===== config.mk =====
export PLATFORM = sky130hd
export DESIGN_NAME = sclk_div
export DESIGN_NICKNAME = d
export VERILOG_FILES = /design/src/rtl/sclk_div_pkg.sv /design/src/rtl/sclk_tick_src.sv /design/src/rtl/sclk_phase_ctr.sv /design/src/rtl/sclk_div.sv
export SDC_FILE = /design/constraint.sdc
export NUM_CORES = 1
export LEC_CHECK = 0
export BUFFER_PORTS_ARGS = -buffer_cell sky130_fd_sc_hd__buf_2
export CORE_MARGIN = 2
export CORE_UTILIZATION = 40
export CTS_CLUSTER_DIAMETER = 120
export DETAILED_ROUTE_END_ITERATION = 16
export MAX_ROUTING_LAYER = met4
export PLACE_DENSITY = 0.63
export SETUP_SLACK_MARGIN = 0.4
export SKIP_CTS_REPAIR_TIMING = 1
export SLEW_MARGIN = 20
export SYNTH_ARGS = -nofsm -noshare
export SYNTH_HDL_FRONTEND = slang
export SYNTH_SLANG_ARGS = --single-unit
export TNS_END_PERCENT = 30

===== constraint.sdc =====
create_clock -name clk_i -period 5.7 [get_ports clk_i]
set_clock_uncertainty 0.2 [all_clocks]
set_input_delay 1.14 -clock clk_i [delete_from_list [all_inputs] [get_ports clk_i]]
set_output_delay 1.14 -clock clk_i [all_outputs]
set_load 0.02 [all_outputs]

===== src/rtl/sclk_div_pkg.sv =====
package sclk_div_pkg;
  typedef enum logic {
    SRC_INT = 1'b0,
    SRC_EXT = 1'b1
  } src_e;
endpackage


===== src/rtl/sclk_tick_src.sv =====
module sclk_tick_src #(
  parameter int SYNC = 2
) (
  input  logic clk_i,
  input  logic rst_ni,
  input  logic en_i,
  input  logic ext_clk_i,
  output logic int_tick_o,
  output logic ext_tick_o
);
  logic          half_q;
  logic [SYNC:0] sync_q;

  always_ff @(posedge clk_i or negedge rst_ni) begin
    if (!rst_ni) begin
      half_q <= 1'b0;
      sync_q <= '0;
    end else begin
      half_q <= en_i ? ~half_q : 1'b0;
      sync_q <= {sync_q[SYNC-1:0], ext_clk_i};
    end
  end

  assign int_tick_o = half_q;
  // edge of last synchronizer stage
  assign ext_tick_o = sync_q[SYNC-1] & ~sync_q[SYNC];
endmodule


===== src/rtl/sclk_phase_ctr.sv =====
module sclk_phase_ctr
  import sclk_div_pkg::*;
#(
  parameter int DIV_W = 8
) (
  input  logic             clk_i,
  input  logic             rst_ni,
  input  logic             en_i,
  input  src_e             sel_i,
  input  logic [DIV_W-1:0] div_i,
  input  logic             int_tick_i,
  input  logic             ext_tick_i,
  output logic             sclk_o,
  output logic             rise_o,
  output logic             fall_o
);
  localparam int CW = DIV_W + 1;

  logic [CW-1:0]    pos_q, pos_n;
  logic [DIV_W-1:0] cur_div_q;
  src_e             cur_sel_q;
  logic             sclk_q, sclk_n, rise_q, fall_q;

  logic             at_start, tick;
  logic [DIV_W-1:0] eff_div;
  src_e             eff_sel;
  logic [CW-1:0]    div_x, hi_len;

  // period start uses live settings, otherwise the latched ones
  assign at_start = (pos_q == '0);
  assign eff_div  = at_start ? div_i : cur_div_q;
  assign eff_sel  = at_start ? sel_i : cur_sel_q;
  assign tick     = (eff_sel == SRC_EXT) ? ext_tick_i : int_tick_i;
  assign div_x    = {1'b0, eff_div};
  assign hi_len   = eff_div[0] ? ((div_x + CW'(1)) >> 1) : ((div_x >> 1) + CW'(1));

  always_comb begin
    pos_n  = pos_q;
    sclk_n = sclk_q;
    if (!en_i) begin
      pos_n  = '0;
      sclk_n = 1'b0;
    end else if (tick) begin
      sclk_n = (pos_q < hi_len);
      pos_n  = (pos_q == div_x) ? '0 : pos_q + CW'(1);
    end else if (cur_div_q == '0) begin
      sclk_n = 1'b0;
    end
  end

  always_ff @(posedge clk_i or negedge rst_ni) begin
    if (!rst_ni) begin
      pos_q     <= '0;
      cur_div_q <= '0;
      cur_sel_q <= SRC_INT;
      sclk_q    <= 1'b0;
      rise_q    <= 1'b0;
      fall_q    <= 1'b0;
    end else begin
      if (en_i && tick && at_start) begin
        cur_div_q <= div_i;
        cur_sel_q <= sel_i;
      end
      pos_q  <= pos_n;
      sclk_q <= sclk_n;
      rise_q <= sclk_n & ~sclk_q;
      fall_q <= ~sclk_n & sclk_q;
    end
  end

  assign sclk_o = sclk_q;
  assign rise_o = rise_q;
  assign fall_o = fall_q;
endmodule


===== src/rtl/sclk_div.sv =====
module sclk_div
  import sclk_div_pkg::*;
#(
  parameter int DIV_W = 8,
  parameter int SYNC  = 2
) (
  input  logic             clk_i,
  input  logic             rst_ni,
  input  logic             en_i,
  input  logic             ext_sel_i,
  input  logic             ext_clk_i,
  input  logic [DIV_W-1:0] div_i,
  output logic             sclk_o,
  output logic             rise_o,
  output logic             fall_o
);
  logic int_tick, ext_tick;

  sclk_tick_src #(.SYNC(SYNC)) i_tick_src (
    .clk_i      (clk_i),
    .rst_ni     (rst_ni),
    .en_i       (en_i),
    .ext_clk_i  (ext_clk_i),
    .int_tick_o (int_tick),
    .ext_tick_o (ext_tick)
  );

  sclk_phase_ctr #(.DIV_W(DIV_W)) i_phase_ctr (
    .clk_i      (clk_i),
    .rst_ni     (rst_ni),
    .en_i       (en_i),
    .sel_i      (src_e'(ext_sel_i)),
    .div_i      (div_i),
    .int_tick_i (int_tick),
    .ext_tick_i (ext_tick),
    .sclk_o     (sclk_o),
    .rise_o     (rise_o),
    .fall_o     (fall_o)
  );
endmodule


==> results of run 1 <==
## synthesized netlist by cell type, types with 3 or more instances
| master | n | area [um^2] |
|---|---|---|
| dfrtp_1 | 25 | 626 |
| nand2_1 | 19 | 71.3 |
| inv_1 | 11 | 41.3 |
| ha_1 | 10 | 125 |
| nand3_1 | 8 | 40.0 |
| xnor2_1 | 8 | 70.1 |
| mux2_2 | 7 | 78.8 |
| nor3_1 | 7 | 35.0 |
| mux2i_1 | 6 | 60.1 |
| nand4_1 | 6 | 37.5 |
| nor2_1 | 6 | 22.5 |
| a21oi_1 | 5 | 25.0 |
| nor4_1 | 5 | 31.3 |
| o21ai_0 | 5 | 25.0 |
| a21o_1 | 4 | 30.0 |
| o22ai_1 | 4 | 25.0 |
| xor2_1 | 4 | 35.0 |
| and3_1 | 3 | 18.8 |
| nor2b_1 | 3 | 18.8 |
## state kept, by name (all words and copies together) (netlist names)
register,count
i_phase_ctr.sclk_o,1
i_phase_ctr.pos_q,9
i_phase_ctr.cur_div_q,8
i_phase_ctr.fall_o,1
i_phase_ctr.rise_o,1
i_tick_src.sync_q,3
i_tick_src.int_tick_o,1
i_phase_ctr.cur_sel_q,1
## metrics by stage
stage	area [um^2]	instances	utilization	power (uW)	worst slack, ns
after CTS	1990	252	0.453	586	1.70
after floorplan	1830	187	-	418	1.90
after detailed placement	1940	248	0.442	470	1.72
final	1990	252	0.453	581	1.71
after global placement	1940	248	0.442	469	1.75
after global routing	1990	252	0.453	619	1.42
## metal layers
layer / GRT usage / vias to the layer above
met3: 0.0309 / 2
met4: 0.0314 / 0
met1: 0.236 / 696
li1: - / 718
met2: 0.249 / 18
met5: - / -
## power by group through the flow
stage                     Clock, uW  Sequential, uW  Combinational [uW]
final                           115             264                 202
after global routing            124             270                 225
after CTS                       120             264                 203
after detailed placement          0             267                 203
after global placement            0             268                 201
after floorplan                   0             246                 172
## critical path, delay by kind of cell, from the launching register on
kind / cells / cell delay, ns
AND/OR/NAND/NOR: 6 / 1.20
buffers and inverters: 2 / 0.22
XOR/XNOR: 1 / 0.16
adder cells (fa/ha/maj): 3 / 0.67
multiplexers: 1 / 0.26
AO/OA/AOI/OAI: 4 / 0.77
flip-flops: 1 / 0.48
## cell type report
class                           count  area [um^2]
Sequential cell                    25          626
Inverter                           11         41.3
Tap cell                           52         65.1
Timing Repair Buffer               15         75.1
Multi-Input combinational cell    145         1130
Clock inverter                      1         8.76
Fill cell                         434         2400
Clock buffer                        3         41.3
## worst min path at each step
stage | end | startpoint | depth (start not counted) | slack, ns
3_3_place_gp | i_tick_src.sync_q[1] | i_tick_src.sync_q[0] | 0 | 0.14
4_1_cts | i_tick_src.sync_q[1] | i_tick_src.sync_q[0] | 0 | 0.16
6_report | i_tick_src.sync_q[1] | i_tick_src.sync_q[0] | 0 | 0.16
2_1_floorplan | i_tick_src.sync_q[1] | i_tick_src.sync_q[0] | 0 | 0.13
5_1_grt | i_tick_src.sync_q[1] | i_tick_src.sync_q[0] | 0 | 0.18
3_5_place_dp | i_tick_src.sync_q[1] | i_tick_src.sync_q[0] | 0 | 0.14
## kinds of logic (layout without fill, tap and decap cells)
kind of cell | after synthesis | count (layout) | share of synthesized area
mux | 18 | 18 | 0.119
simple gates | 67 | 67 | 0.205
xor+xnor | 13 | 13 | 0.0662
compound gates | 37 | 37 | 0.157
fa+ha+maj | 10 | 10 | 0.0683
flops | 25 | 25 | 0.341
buf+inv | 17 | 30 | 0.0423
==> flow_summary.ini, run 1 <==
[outcome]
status = finished clean

[sta]
finalSetupViolations = 0
finalCritPeriodShare = 0.700
drv_slew = 0
holdWs_ns = 0.161
rsz0062_at_grt = no
finalSetupTns_ns = 0
tightestPinTransition_ns = 0.566
slew_headroom = 0.622
period_minus_slack_ns = 3.99
max_freq_ghz = 0.251
finalHoldViolations = 0

[synthesis]
synth_top_flop_cell = dfrtp_1
synth_fp_nets = 210
avgSynthCellArea_um2 = 9.80
synth_seq_cells = 25
async_flop_share = 1.00
syn_area_um2 = 1830
ys_seq_area_frac = 0.341
syn_inst = 187
synth_cell_type_count = 51
synth_edf_count = 0
yosys_warnings = 0

[clock_network]
cts-buffers-inserted = 3
cts_root_buffer = clkbuf_8
htreeDepth = 1
cts_buffer_depth = 2
clk_pin_slew_ns = 0.10
clkSinkCount = 25
cts_tree = built
clk_latency_ns = 0.28

[die]
die_w_um = 71.7
core_um2 = 4380
initial_core_util = 0.418
dieArea_um2 = 5140
io_pins = 16
chipHeight_um = 71.7
row_count = 24

[grt]
antenna_found_initial = 0
grt_remaining_overflow = 0
grt_pass1_vias = 1311
grt_pass1_wl_um = 6540
grt_max_degree = 26
grtUsageTotal = 0.166

[critical_path]
cpMaxStageDelayCell = dfrtp_1
cp.arrival_ns = 4.02
max_stage_delay_ns = 0.48
start_kind = flip-flop
worst_r2r_path_depth = 17
endpoint_kind = flip-flop
ff2ff_setup_slack_ns = 1.71
r2r_end = i_phase_ctr.rise_o
worst-path-max-fanout = 12
endpoint = i_phase_ctr.rise_o
crit_top_cell = ha_1
crit_type = flip-flop to flip-flop
rr_startpoint = i_phase_ctr.pos_q[0]
worst_ep_required_time_ns = 5.73
path_cells = inv_1 > ha_1 > or4b_4 > or2_4 > mux2i_4 > inv_1 > ha_1 > nand3_1 > xor2_1 > nor2_1 > a21oi_1 > ha_1 > nand4_1 > a21oi_1 > a211oi_1 > o2111a_1 > and2b_1
cp-startpoint = i_phase_ctr.pos_q[0]

[power_and_ir_drop]
p_switching_uw = 222
p_comb_frac = 0.347
peakVddDrop_uv = 130
intPower_uw = 359
p_leak_uw = 0.000889
power_per_cell_area_nw_per_um2 = 293
p_seq_frac = 0.455
clkPwrFrac = 0.199
switching_share = 0.383

[hold_path]
min_path_type = flip-flop to flip-flop

[flow_run]
max_cap_viol_count = 0

[route]
vias = 1434
drc = 0
wl_um = 3870
drt-wirelength-per-cell_um = 15.4
viasPerCell = 5.69
wl_met2_um = 1750
drt_iter0_drc = 92
wl_met3_um = 125
wl_met1_um = 1970
drt.antenna.violating_nets = 0
top_layer = met4
dr.pass1.iters = 4

[final_layout]
design.final.nets = 224
n_antenna_cell = 0
area_delta_synth_final_pct = 8.40
layout_commonest_cell = dfrtp_1
drive_gt1_frac = 0.205
layout_common_cells = dfrtp_1 (25), nand2_1 (19), buf_2 (15)

[place]
gp_congestion = 0.887
io_buffers = 15
hpwlAfterDp_um = 2950
Power figures use the tool's default switching activity.
==> inputs of run 2 (changes only) <==
--- a/config.mk
+++ b/config.mk
@@ -5,13 +5,14 @@
 export SDC_FILE = /design/constraint.sdc
 export NUM_CORES = 1
 export LEC_CHECK = 0
+export ABC_AREA = 1
 export BUFFER_PORTS_ARGS = -buffer_cell sky130_fd_sc_hd__buf_2
 export CORE_MARGIN = 2
 export CORE_UTILIZATION = 40
 export CTS_CLUSTER_DIAMETER = 120
 export DETAILED_ROUTE_END_ITERATION = 16
 export MAX_ROUTING_LAYER = met4
-export PLACE_DENSITY = 0.63
+export PLACE_DENSITY = 0.65
 export SETUP_SLACK_MARGIN = 0.4
 export SKIP_CTS_REPAIR_TIMING = 1
 export SLEW_MARGIN = 20
==> constraint.sdc (replaced) <==
create_clock -name clk_i -period 3.6 [get_ports clk_i]
set_clock_uncertainty 0.2 [all_clocks]
set_input_delay 0.72 -clock clk_i [delete_from_list [all_inputs] [get_ports clk_i]]
set_output_delay 0.72 -clock clk_i [all_outputs]
set_load 0.02 [all_outputs]
==> run 2 against run 1 <==
Effect of this change:
- utilization increased by 6.7 points
- synthesized cell count increased by 43%
- design area increased by 24%
- clock power increased by 59%
- highest routed layer unchanged
==> flow_summary.ini, run 2 <==
[clock_network]
cts_root_buffer = clkbuf_8
cts_tree = built
cts_buffer_depth = 2
clk_latency_ns = 0.28
clkSinkCount = 25
cts-buffers-inserted = 3
clk_pin_slew_ns = 0.10
htreeDepth = 1

[final_layout]
area_delta_synth_final_pct = 25.4
reg_top3 = i_phase_ctr.pos_q (9), i_phase_ctr.cur_div_q (8), i_tick_src.sync_q (3)
largest_reg_flops = 9
final_area_um2 = 2450
design.final.nets = 333
drive_gt1_frac = 0.317
layout_commonest_cell = nand2_1
n_antenna_cell = 0
final_core_util = 0.520
regMostFlops = i_phase_ctr.pos_q
layout_common_cells = nand2_1 (68), nand3_1 (30), buf_4 (26)

[power_and_ir_drop]
p_leak_uw = 0.00126
power_per_cell_area_nw_per_um2 = 514
peakVddDrop_uv = 221

[place]
hpwlAfterDp_um = 3540
placed_cell_area_um2 = 2090
gp_congestion = 0.930
io_buffers = 15
place_ws_ns = 0.0668

[synthesis]
syn_inst = 268
synth_cell_type_count = 33
ys_seq_area_frac = 0.320
synth_compound_area_frac = 0.104
synth-simple-area-share = 0.366
yosys_warnings = 0
synth_top_flop_cell = dfrtp_1
synth_top_cell_area_share = 0.320
synth_top_family_by_area = simple AND/OR/NAND/NOR gates
avgSynthCellArea_um2 = 7.30
async_flop_share = 1.00
synth_seq_cells = 25
yosysTopAreaCell = dfrtp_1
synth_edf_count = 0
synth_xor_area_frac = 0.0448
synth_mux_area_frac = 0
synth_fp_nets = 291
netlist_top_cells_count = nand2_1 (79), nand3_1 (32), dfrtp_1 (25), inv_1 (25), nor2_1 (11)
synth_area_leaders = dfrtp_1 (32%), nand2_1 (15%), nand3_1 (8.2%), ha_1 (6.4%), inv_1 (4.8%)
syn_area_um2 = 1960
yosysMostFrequentCell = nand2_1
synth_adder_area_share = 0.0639

[critical_path]
worst-path-buf-inv = 5
start_kind = flip-flop
crit_type = flip-flop to flip-flop
cpMaxStageDelayCell = dfrtp_1
cp.arrival_ns = 3.24
endpoint_kind = flip-flop
path_cells = inv_1 > ha_4 > nand2_4 > nor2_4 > buf_6 > nand2_4 > buf_4 > inv_2 > nand2_1 > nand2_2 > o21ai_1 > o21ai_2 > xor2_1 > inv_1 > ha_4 > a21oi_2 > o21a_1 > o21ai_1 > a21oi_1 > nand3_1 > nand2_1 > nor2_1
worst_ep_required_time_ns = 3.58
worst-path-max-fanout = 5
path_delay_family = simple AND/OR/NAND/NOR gates
max_stage_delay_ns = 0.39

[die]
dieArea_um2 = 5470
row_count = 25
core_um2 = 4720
initial_core_util = 0.414
io_pins = 16
die_w_um = 73.9
chipHeight_um = 73.9

[grt]
grt_pass1_wl_um = 7990
grt_max_degree = 26
grtUsageTotal = 0.199
grt_remaining_overflow = 0
grt_pass1_vias = 1721
antenna_found_initial = 0

[route]
drc = 0
drt_iter0_drc = 141
drt.antenna.violating_nets = 0
dr.pass1.iters = 4
vias = 1933
drt-wirelength-per-cell_um = 14.3
viasPerCell = 5.14
wl_um = 5360

[sta]
period_minus_slack_ns = 3.26
drv_slew = 0
rsz0062_at_grt = yes
max_freq_ghz = 0.306
slew_headroom = 0.612
finalHoldViolations = 0
worst_slack_ns = 0.337
finalCritPeriodShare = 0.906
finalSetupTns_ns = 0
finalSetupViolations = 0
tightestPinTransition_ns = 0.582

[hold_path]
min_path_type = flip-flop to flip-flop

[flow_run]
max_cap_viol_count = 0

[outcome]
status = finished clean
-- run 2: worst paths after layout --
| kind | depth (start not counted) | endpoint | from | slack [ns] |
|---|---|---|---|---|
| max in group asynchronous | 1 | i_phase_ctr.pos_q[7] | rst_ni | 2.55 |
| hold reg to reg | 0 | i_tick_src.sync_q[1] | i_tick_src.sync_q[0] | 0.16 |
| min in group asynchronous | 1 | i_phase_ctr.cur_div_q[3] | rst_ni | 0.22 |
| setup reg to reg | 22 | i_phase_ctr.fall_o | i_phase_ctr.pos_q[1] | 0.34 |
| hold / removal | 0 | i_tick_src.sync_q[1] | i_tick_src.sync_q[0] | 0.16 |
| setup / recovery | 22 | i_phase_ctr.fall_o | i_phase_ctr.pos_q[1] | 0.34 |
-- run 2: where the power goes --
part | switching, uW | internal, uW
combinational | 414 | 273
sequential | 49.9 | 342
clock | 103 | 79.7
-- run 2: kinds of logic after synthesis --
family,after synthesis
XOR/XNOR,10
flip-flops,25
buffers and inverters,40
adder cells (fa/ha/maj),10
AO/OA/AOI/OAI,33
AND/OR/NAND/NOR,150
-- run 2: final cells by class --
| class | count | area, um^2 |
|---|---|---|
| Clock buffer | 4 | 45.0 |
| Fill cell | 442 | 2270 |
| Inverter | 32 | 123 |
| Multi-Input combinational cell | 205 | 1280 |
| Sequential cell | 25 | 628 |
| Tap cell | 67 | 83.8 |
| Timing Repair Buffer | 43 | 293 |
-- run 2: worst register-to-register path: stages, from the launching register on --
cell and delay [ns]:
dfrtp_1 0.39, inv_1 0.13, ha_4 0.16, nand2_4 0.05, nor2_4 0.21, buf_6 0.15
nand2_4 0.06, buf_4 0.13, inv_2 0.04, nand2_1 0.11, nand2_2 0.12, o21ai_1 0.11
o21ai_2 0.08, xor2_1 0.17, inv_1 0.09, ha_4 0.22, a21oi_2 0.14, o21a_1 0.12
o21ai_1 0.06, a21oi_1 0.13, nand3_1 0.11, nand2_1 0.12, nor2_1 0.04
-- run 2: routing by layer --
metal / share of wire / GRT usage / vias to the layer above
met5: 0 / - / -
met4: 0.018 / 0.0545 / 0
met3: 0.039 / 0.0447 / 12
met2: 0.48 / 0.324 / 44
met1: 0.46 / 0.250 / 925
li1: - / - / 952
-- run 2: stage by stage --
stage | hold WS [ns] | total power [uW] | instances
floorplan | 0.131 | 794 | 268
global placement | 0.134 | 884 | 349
detailed placement | 0.137 | 891 | 349
CTS | 0.160 | 1070 | 353
global route | 0.173 | 1350 | 376
finish | 0.156 | 1260 | 376
